<file path="src/rtl/abus_arb_pkg.sv">
package abus_arb_pkg;

    typedef enum logic [1:0] {
        ST_PARK = 2'd0,
        ST_OWN  = 2'd1,
        ST_WIN  = 2'd2,
        ST_VOID = 2'd3
    } arb_state_e;

endpackage

</file>
<file path="src/rtl/abus_arb_pick.sv">
module abus_arb_pick #(
    parameter int N_MST  = 4,
    parameter int PRIO_W = 2
) (
    input  logic [N_MST-1:0]        req,
    input  logic [N_MST*PRIO_W-1:0] prio,
    output logic [N_MST-1:0]        win_oh,
    output logic                    any_req
);
    localparam int IDX_W = (N_MST > 1) ? $clog2(N_MST) : 1;

    logic [IDX_W-1:0]  best_idx;
    logic [PRIO_W-1:0] best_lvl;
    logic              found;

    // strict greater-than keeps the lowest index on equal levels
    always_comb begin
        best_idx = '0;
        best_lvl = '0;
        found    = 1'b0;
        for (int i = 0; i < N_MST; i++) begin
            if (req[i] && (!found || prio[i*PRIO_W +: PRIO_W] > best_lvl)) begin
                best_idx = IDX_W'(i);
                best_lvl = prio[i*PRIO_W +: PRIO_W];
                found    = 1'b1;
            end
        end
    end

    always_comb begin
        for (int i = 0; i < N_MST; i++) begin
            win_oh[i] = found && (best_idx == IDX_W'(i));
        end
    end

    assign any_req = found;

endmodule

</file>
<file path="src/rtl/abus_arb_park_dec.sv">
module abus_arb_park_dec #(
    parameter int N_MST = 4,
    parameter int IDX_W = 2
) (
    input  logic [IDX_W-1:0] park_idx,
    output logic [N_MST-1:0] park_oh
);
    for (genvar g = 0; g < N_MST; g++) begin : g_dec
        assign park_oh[g] = (park_idx == IDX_W'(g));
    end
endmodule

</file>
<file path="src/rtl/abus_park_arbiter.sv">
module abus_park_arbiter
    import abus_arb_pkg::*;
#(
    parameter int N_MST  = 4,
    parameter int PRIO_W = 2,
    localparam int IDX_W = (N_MST > 1) ? $clog2(N_MST) : 1,
    localparam int EXT_W = (N_MST > 1) ? (N_MST-1)*PRIO_W : 1
) (
    input  logic              clk,
    input  logic              rst_n,
    input  logic [N_MST-1:0]  req,
    input  logic [PRIO_W-1:0] int_lvl,
    input  logic [EXT_W-1:0]  cfg_ext_prio,
    input  logic [IDX_W-1:0]  cfg_park,
    input  logic              aack,
    input  logic              artry,
    output logic [N_MST-1:0]  gnt
);

    logic [N_MST*PRIO_W-1:0] prio_all;
    logic [N_MST-1:0]        win_oh;
    logic [N_MST-1:0]        park_oh;
    logic                    any_req;

    arb_state_e       st, st_n;
    logic [N_MST-1:0] gnt_n;
    logic             on_park, on_park_n;
    logic [N_MST-1:0] sel_oh;
    logic             hold_req;

    // priority vector: internal level first, then external fields
    assign prio_all[PRIO_W-1:0] = int_lvl;
    for (genvar g = 1; g < N_MST; g++) begin : g_prio
        assign prio_all[g*PRIO_W +: PRIO_W] = cfg_ext_prio[(g-1)*PRIO_W +: PRIO_W];
    end

    abus_arb_pick #(.N_MST(N_MST), .PRIO_W(PRIO_W)) u_pick (
        .req     (req),
        .prio    (prio_all),
        .win_oh  (win_oh),
        .any_req (any_req)
    );

    abus_arb_park_dec #(.N_MST(N_MST), .IDX_W(IDX_W)) u_park (
        .park_idx (cfg_park),
        .park_oh  (park_oh)
    );

    assign sel_oh   = any_req ? win_oh : park_oh;
    assign hold_req = |(req & gnt);

    // state register
    always_ff @(posedge clk) begin
        if (!rst_n) begin
            st      <= ST_PARK;
            gnt     <= park_oh;
            on_park <= 1'b1;
        end else begin
            st      <= st_n;
            gnt     <= gnt_n;
            on_park <= on_park_n;
        end
    end

    // next state and next grant
    always_comb begin
        st_n      = st;
        gnt_n     = gnt;
        on_park_n = on_park;
        unique case (st)
            ST_PARK: begin
                if (aack) begin
                    gnt_n     = sel_oh;
                    on_park_n = !any_req;
                    st_n      = ST_WIN;
                end else if (any_req) begin
                    gnt_n     = win_oh;
                    on_park_n = 1'b0;
                    st_n      = ST_OWN;
                end else begin
                    gnt_n     = park_oh;
                    on_park_n = 1'b1;
                end
            end
            ST_OWN: begin
                if (aack) begin
                    gnt_n     = sel_oh;
                    on_park_n = !any_req;
                    st_n      = ST_WIN;
                end else if (!hold_req) begin
                    gnt_n     = sel_oh;
                    on_park_n = !any_req;
                    st_n      = any_req ? ST_OWN : ST_PARK;
                end
            end
            ST_WIN: begin
                if (artry) begin
                    gnt_n = '0;
                    st_n  = ST_VOID;
                end else begin
                    st_n = on_park ? ST_PARK : ST_OWN;
                end
            end
            ST_VOID: begin
                gnt_n     = sel_oh;
                on_park_n = !any_req;
                st_n      = any_req ? ST_OWN : ST_PARK;
            end
        endcase
    end

    // checks beside the logic they guard
    assert_onehot_grant_R2: assert property (@(posedge clk) disable iff (!rst_n)
        $onehot0(gnt));

    assert_hold_until_ack_R5: assert property (@(posedge clk) disable iff (!rst_n)
        (st == ST_OWN && !aack && hold_req) |=> $stable(gnt));

    assert_ack_to_requester_R6: assert property (@(posedge clk) disable iff (!rst_n)
        ((st == ST_OWN || st == ST_PARK) && aack && (|req)) |=> (|(gnt & $past(req))));

    assert_ack_idle_parks_R8: assert property (@(posedge clk) disable iff (!rst_n)
        ((st == ST_OWN || st == ST_PARK) && aack && req == '0) |=> (gnt == $past(park_oh)));

    assert_retry_voids_R9: assert property (@(posedge clk) disable iff (!rst_n)
        (st == ST_WIN && artry) |=> (gnt == '0));

endmodule

</file>
<file path="config.mk">
export PLATFORM = sky130hd
export DESIGN_NAME = abus_park_arbiter
export DESIGN_NICKNAME = d
export VERILOG_FILES = /design/src/rtl/abus_arb_pkg.sv /design/src/rtl/abus_arb_pick.sv /design/src/rtl/abus_arb_park_dec.sv /design/src/rtl/abus_park_arbiter.sv
export SDC_FILE = /design/constraint.sdc
export NUM_CORES = 1
export LEC_CHECK = 0
export BUFFER_PORTS_ARGS = -buffer_cell sky130_fd_sc_hd__buf_2
export CORE_MARGIN = 2
export CORE_UTILIZATION = 54
export CTS_BUF_LIST = sky130_fd_sc_hd__clkbuf_8 sky130_fd_sc_hd__clkbuf_16
export DETAILED_ROUTE_END_ITERATION = 16
export PLACE_DENSITY_LB_ADDON = 0.08
export SETUP_SLACK_MARGIN = 0.05
export SLEW_MARGIN = 5
export SYNTH_ARGS = -nofsm -noshare
export SYNTH_HDL_FRONTEND = slang
export SYNTH_SLANG_ARGS = --single-unit
</file>
<file path="constraint.sdc">
create_clock -name clk -period 9.5 [get_ports clk]
set_input_delay 1.9 -clock clk [delete_from_list [all_inputs] [get_ports clk]]
set_output_delay 1.9 -clock clk [all_outputs]
set_load 0.01 [all_outputs]
</file>
---- Word-level counts from Yosys, hierarchy flattened ----
Cells that the tools add are included.
W data, S select, Z words.
word-level totals
  flip-flop bits (word level) ............. 7
  output and inout bits ................... 4
  word-level logic and storage cells ...... 72
operators by class
  $lt $le $gt $ge ......................... 3
  equality and inequality tests ........... 13
  muxes and demuxes ....................... 29
  bitwise operators ....................... 1
  reduce and logical (&&, ||, !) cells .... 23
operators by type and width
  operator              count
  $mux W2               10
  $mux W4               5
  $eq A2 B2 Y1 const B  6
  $pmux W4 S3           1
  $mux W1               11
  $ne A3 B3 Y1 const B  3
  $pmux W2 S4           1
  $logic_and A1 B1 Y1   7
  $eq A2 B1 Y1 const B  3
  $gt A2 B2 Y1          3
  $logic_not A2 Y1      3
  $reduce_and A2 Y1     3
  $and A4 B4 Y4         1
  $logic_not A1 Y1      4
  $ne A4 B4 Y1 const B  1
  $reduce_or A4 Y1      1
  $logic_or A1 B1 Y1    3
  $pmux W1 S3           1
  $reduce_bool A3 Y1    1
  $reduce_or A2 Y1      1

---- Longest topological paths before layout ----
  depth in word-level cells ............... 20
  gate-level depth with buffers ........... 16
  gate-level depth less buffers ........... 15

---- Modules after synthesis ----
Synthesis repeated with hierarchy kept, for this count alone.
second synthesis, totals
  cells, all modules ...................... 95
  area, all modules ....................... 807.0 µm²
by module, submodules not included
  module             times used  cells an instance  area an instance (µm²)  seq. area each (µm²)
  abus_park_arbiter  1           55                 515.5                   180.2
  abus_arb_pick      1           36                 265.3                   0.0
  abus_arb_park_dec  1           4                  26.3                    0.0

---- Worst setup path after synthesis ----
Ideal clock, no wire load.
  kind .................................... input -> register
  from .................................... in req[0]
  to ...................................... reg gnt[3] (data pin)
  library setup time ...................... 257 ps
  data arrival time ....................... 5,035 ps
  required time ........................... 9,243 ps
  path slack .............................. 4,208 ps
  stages .................................. 16
  path buffers ............................ 1
  cell sequence ........................... buf_6 -> nand2_1 -> ha_1 -> nor2b_1 -> o311a_1 -> a32oi_1 -> ha_1 -> nor2b_1 -> o21a_1 -> o21ai_0 -> mux2_2 -> ha_1 -> nor2b_1 -> o21ai_0 -> a21oi_1 -> a32o_1
on the way
  cells in the longest elaborated chain, start to end .. 20
  elaborated cells between the ends (all ways) .. 29
  classes of those cells .................. order compare (3); eq/ne (1); mux (15); reduce/logical (10)
RTL lines
  item                                              RTL line                                          RTL
  start: declaration                                abus_park_arbiter.sv:11                           input logic [N_MST-1:0] req,
  $mux W2 or $mux W1 (tied branches)                abus_arb_pick.sv:22                               if (req[i] && (!found || prio[i*PRIO_W +: PRIO_W] > best_lvl)) begin
  $gt A2 B2 Y1 or $logic_not A1 Y1 (tied branches)  abus_arb_pick.sv:22
  $logic_or A1 B1 Y1                                abus_arb_pick.sv:22
  $logic_and A1 B1 Y1                               abus_arb_pick.sv:22
  $mux W2 or $mux W1 (tied branches)                abus_arb_pick.sv:22
  $gt A2 B2 Y1 or $logic_not A1 Y1 (tied branches)  abus_arb_pick.sv:22
  $logic_or A1 B1 Y1                                abus_arb_pick.sv:22
  $logic_and A1 B1 Y1                               abus_arb_pick.sv:22
  [... 4 more ...]                                  --
  $mux W2                                           abus_arb_pick.sv:22
  $eq A2 B2 Y1                                      abus_arb_pick.sv:32                               win_oh[i] = found && (best_idx == IDX_W'(i));
  $logic_and A1 B1 Y1                               abus_arb_pick.sv:32
  $mux W4 (*)                                       abus_park_arbiter.sv:49, abus_park_arbiter.sv:76
  $mux W4                                           abus_park_arbiter.sv:90                           end else if (!hold_req) begin
  $mux W4                                           abus_park_arbiter.sv:86                           if (aack) begin
  $pmux W4 S3 (*)                                   abus_park_arbiter.sv:70                           unique case (st)
  $mux W4 (*)                                       abus_park_arbiter.sv:54                           if (!rst_n) begin
  end signal: assignment                            abus_park_arbiter.sv:56                           gnt <= park_oh;
  end signal: assignment                            abus_park_arbiter.sv:60                           gnt <= gnt_n;
  end: declaration                                  abus_park_arbiter.sv:17                           output logic [N_MST-1:0] gnt
Mark *: on every way between the ends. The rest lies on a longest branch, timed or not. The select of a mux whose other input is x is not followed.
A chain may end at the register's enable or synchronous reset.

---- Worst setup path after layout ----
Same ends and word-level chain as after synthesis.

==> results.json <==
{
  "wl_per_cell_um": 13.9,
  "setup_viol": 0,
  "dieArea_sq_um": 1730,
  "htreeDepth": 1,
  "portBuffers": 21,
  "min_period_ns": 5.49,
  "synthToLayoutAreaGrowth_pct": 20.7,
  "clockBufferDepth": 2,
  "final_common_cell": "buf_2",
  "rrSetupSlack_ns": 7.69,
  "multi_input_area_sq_um": 529,
  "cts.sinks": 7,
  "final_area_sq_um": 920,
  "yosys_warnings": 0,
  "grt_use_total_pct": 21.9,
  "synth_nets": 116,
  "numCtsBuffers": 3,
  "fp.dieW_um": 41.6,
  "endpoint_kind": "flip-flop",
  "worstPathMaxFanout": 9,
  "total_leakage_power_nw": 0.444,
  "max_slew_margin_pct": 62.5,
  "crit_type": "primary input to flip-flop",
  "ys_ff_latch": 7,
  "start_util_pct": 57.8,
  "finalCritPeriodShare_pct": 57.8,
  "power_density_nw_per_um2": 140,
  "viasPerCell": 5.93,
  "antenna_found_initial": 0,
  "first_iter_violations": 14,
  "cts_setup_buffers": 0,
  "synth_top_area_share_pct": 18.1,
  "startpoint_type": "primary input",
  "gp_congestion": 0.832,
  "dp_hpwl_mm": 1.44,
  "reg2reg_depth": 5,
  "cts.repair.resized": 0,
  "drt_first_pass_iters": 4,
  "dieHeight_um": 41.6,
  "hold_path.class": "flip-flop to flip-flop",
  "tightest_slew_ns": 0.557,
  "drv_cap": 0,
  "fin_skew_ns": 0.00446,
  "synthTopCellsByArea": "ha_1 18%, edfxtp_1 16%, dfxtp_1 7.9%",
  "row_count": 13,
  "yosys.area.top_type": "ha_1",
  "cts_tree": "built",
  "cp.required_ns": 9.48,
  "min_path_cells": 2,
  "synth-seq-area-share_pct": 23.6,
  "ant_nets": 0,
  "syn_area_per_cell_sq_um": 8.76,
  "max_freq_ghz": 0.182,
  "path_clk_slew_ns": 0.04,
  "overflow": 0,
  "final_cell_mix": "21 x buf_2, 12 x inv_1, 11 x ha_1",
  "wl_mm": 1.76,
  "grt_pass1_wl_mm": 2.95,
  "drc": 0,
  "n_antenna_cell": 0,
  "clock_latency_ns": 0.23,
  "vdd.ir_drop.worst_v": 0.000112,
  "final.setup.tns_ns": 0,
  "maxSlewViolCount": 0,
  "grt_max_degree": 10,
  "cp_data_arrival_time_ns": 5.47,
  "nets": 141,
  "grt_pass1_vias": 685,
  "regArea_sq_um": 180,
  "num_vias": 747,
  "status": "complete, no violations",
  "synthCells": 87,
  "boundaryPins": 22,
  "fillers": 121,
  "root_buffer": "clkbuf_8",
  "grt_setup_unrepaired": "no",
  "drive_gt1_share_pct": 29.7,
  "place_area_sq_um": 875,
  "hold_buffers": 0,
  "hold_viol_final": 0,
  "core_area_sq_um": 1320,
  "syn_area_sq_um": 762,
  "synth_cell_types": 35
}
metal layers:
layer	vias up	GRT usage, %	wire, um
met1	353	26.3	785
li1	372	-	-
met4	0	1.94	0
met2	22	39.1	875
met3	0	7.39	96
met5	-	0	0
area by class of cell:
class,count,area share (%)
Multi-Input combinational cell,68,57.6
Sequential cell,7,19.6
Timing Repair Buffer,21,11.4
Clock buffer,3,4.49
Inverter,11,4.49
Tap cell,15,2.04
Clock inverter,1,0.408
power breakdown:
part           switching (W)  leakage [nW]  internal [W]
combinational      0.0000248         0.346     0.0000225
clock              0.0000125        0.0269     0.0000279
sequential        0.00000299        0.0710     0.0000376
total              0.0000403         0.444     0.0000880
cells by family after synthesis:
kind of cell / share of synthesized area (%)
flops: 23.6
compound gates: 29.2
fa+ha+maj: 18.1
mux: 2.96
buf+inv: 6.90
simple gates: 19.2
critical path: stages:
cell,delay [ns]
buf_2,0.16
nand2_1,0.08
ha_1,0.31
nor2b_1,0.16
o311a_1,0.33
a32oi_1,0.23
ha_1,0.28
nor2b_1,0.15
o21a_1,0.16
o21ai_0,0.33
mux2_2,0.39
ha_1,0.28
nor2b_1,0.13
o21ai_0,0.21
a21oi_1,0.13
a32o_1,0.22
synth_stat cells:
| library cell | instances |
|---|---|
| a211oi_1 | 1 |
| buf_6 | 1 |
| inv_1 | 11 |
| a32o_1 | 1 |
| o21ai_0 | 6 |
| and2_2 | 1 |
| o22a_1 | 1 |
| and2_4 | 1 |
| o311a_1 | 1 |
| or4_4 | 1 |
| o21a_1 | 1 |
| o21bai_1 | 1 |
| nor2_1 | 3 |
| ha_1 | 11 |
| o22ai_1 | 2 |
| o211ai_1 | 3 |
| o311ai_0 | 1 |
| a22o_1 | 2 |
| o31ai_1 | 2 |
| o21ba_2 | 1 |
| nand2_1 | 4 |
| edfxtp_1 | 4 |
| a311oi_1 | 1 |
| a32oi_1 | 1 |
| or3_2 | 1 |
| dfxtp_1 | 3 |
| nand2b_1 | 4 |
| a22o_2 | 1 |
| nand3_1 | 2 |
| a22oi_1 | 1 |
| nand3b_1 | 1 |
| nor2b_1 | 5 |
| mux2_2 | 2 |
| a21oi_1 | 4 |
| or3b_4 | 1 |
stage by stage:
stage	power, W	util [%]	setup slack [ns]	instances	hold WS (ns)
floorplan	0.0000731	-	4.21	87	0.475
global placement	0.0000849	66.4	3.89	122	0.503
detailed placement	0.0000878	66.4	3.78	122	0.538
CTS	0.000129	69.8	4.01	126	0.547
global route	0.000138	69.8	3.78	126	0.588
finish	0.000128	69.8	4.01	126	0.549
flip-flops by register name (all words and copies together) (netlist names):
signal and flops:
gnt 4, on_park 1, st 2
final timing paths:
path	startpoint	end
setup / recovery	req[0]	gnt[3]$_DFFE_PP_
hold / removal	on_park$_SDFFE_PN1P_	on_park$_SDFFE_PN1P_
setup reg to reg	st[1]$_SDFFE_PN0P_	gnt[0]$_DFFE_PP_
hold reg to reg	on_park$_SDFFE_PN1P_	on_park$_SDFFE_PN1P_
Note: power is estimated with default switching activity, not from simulation.
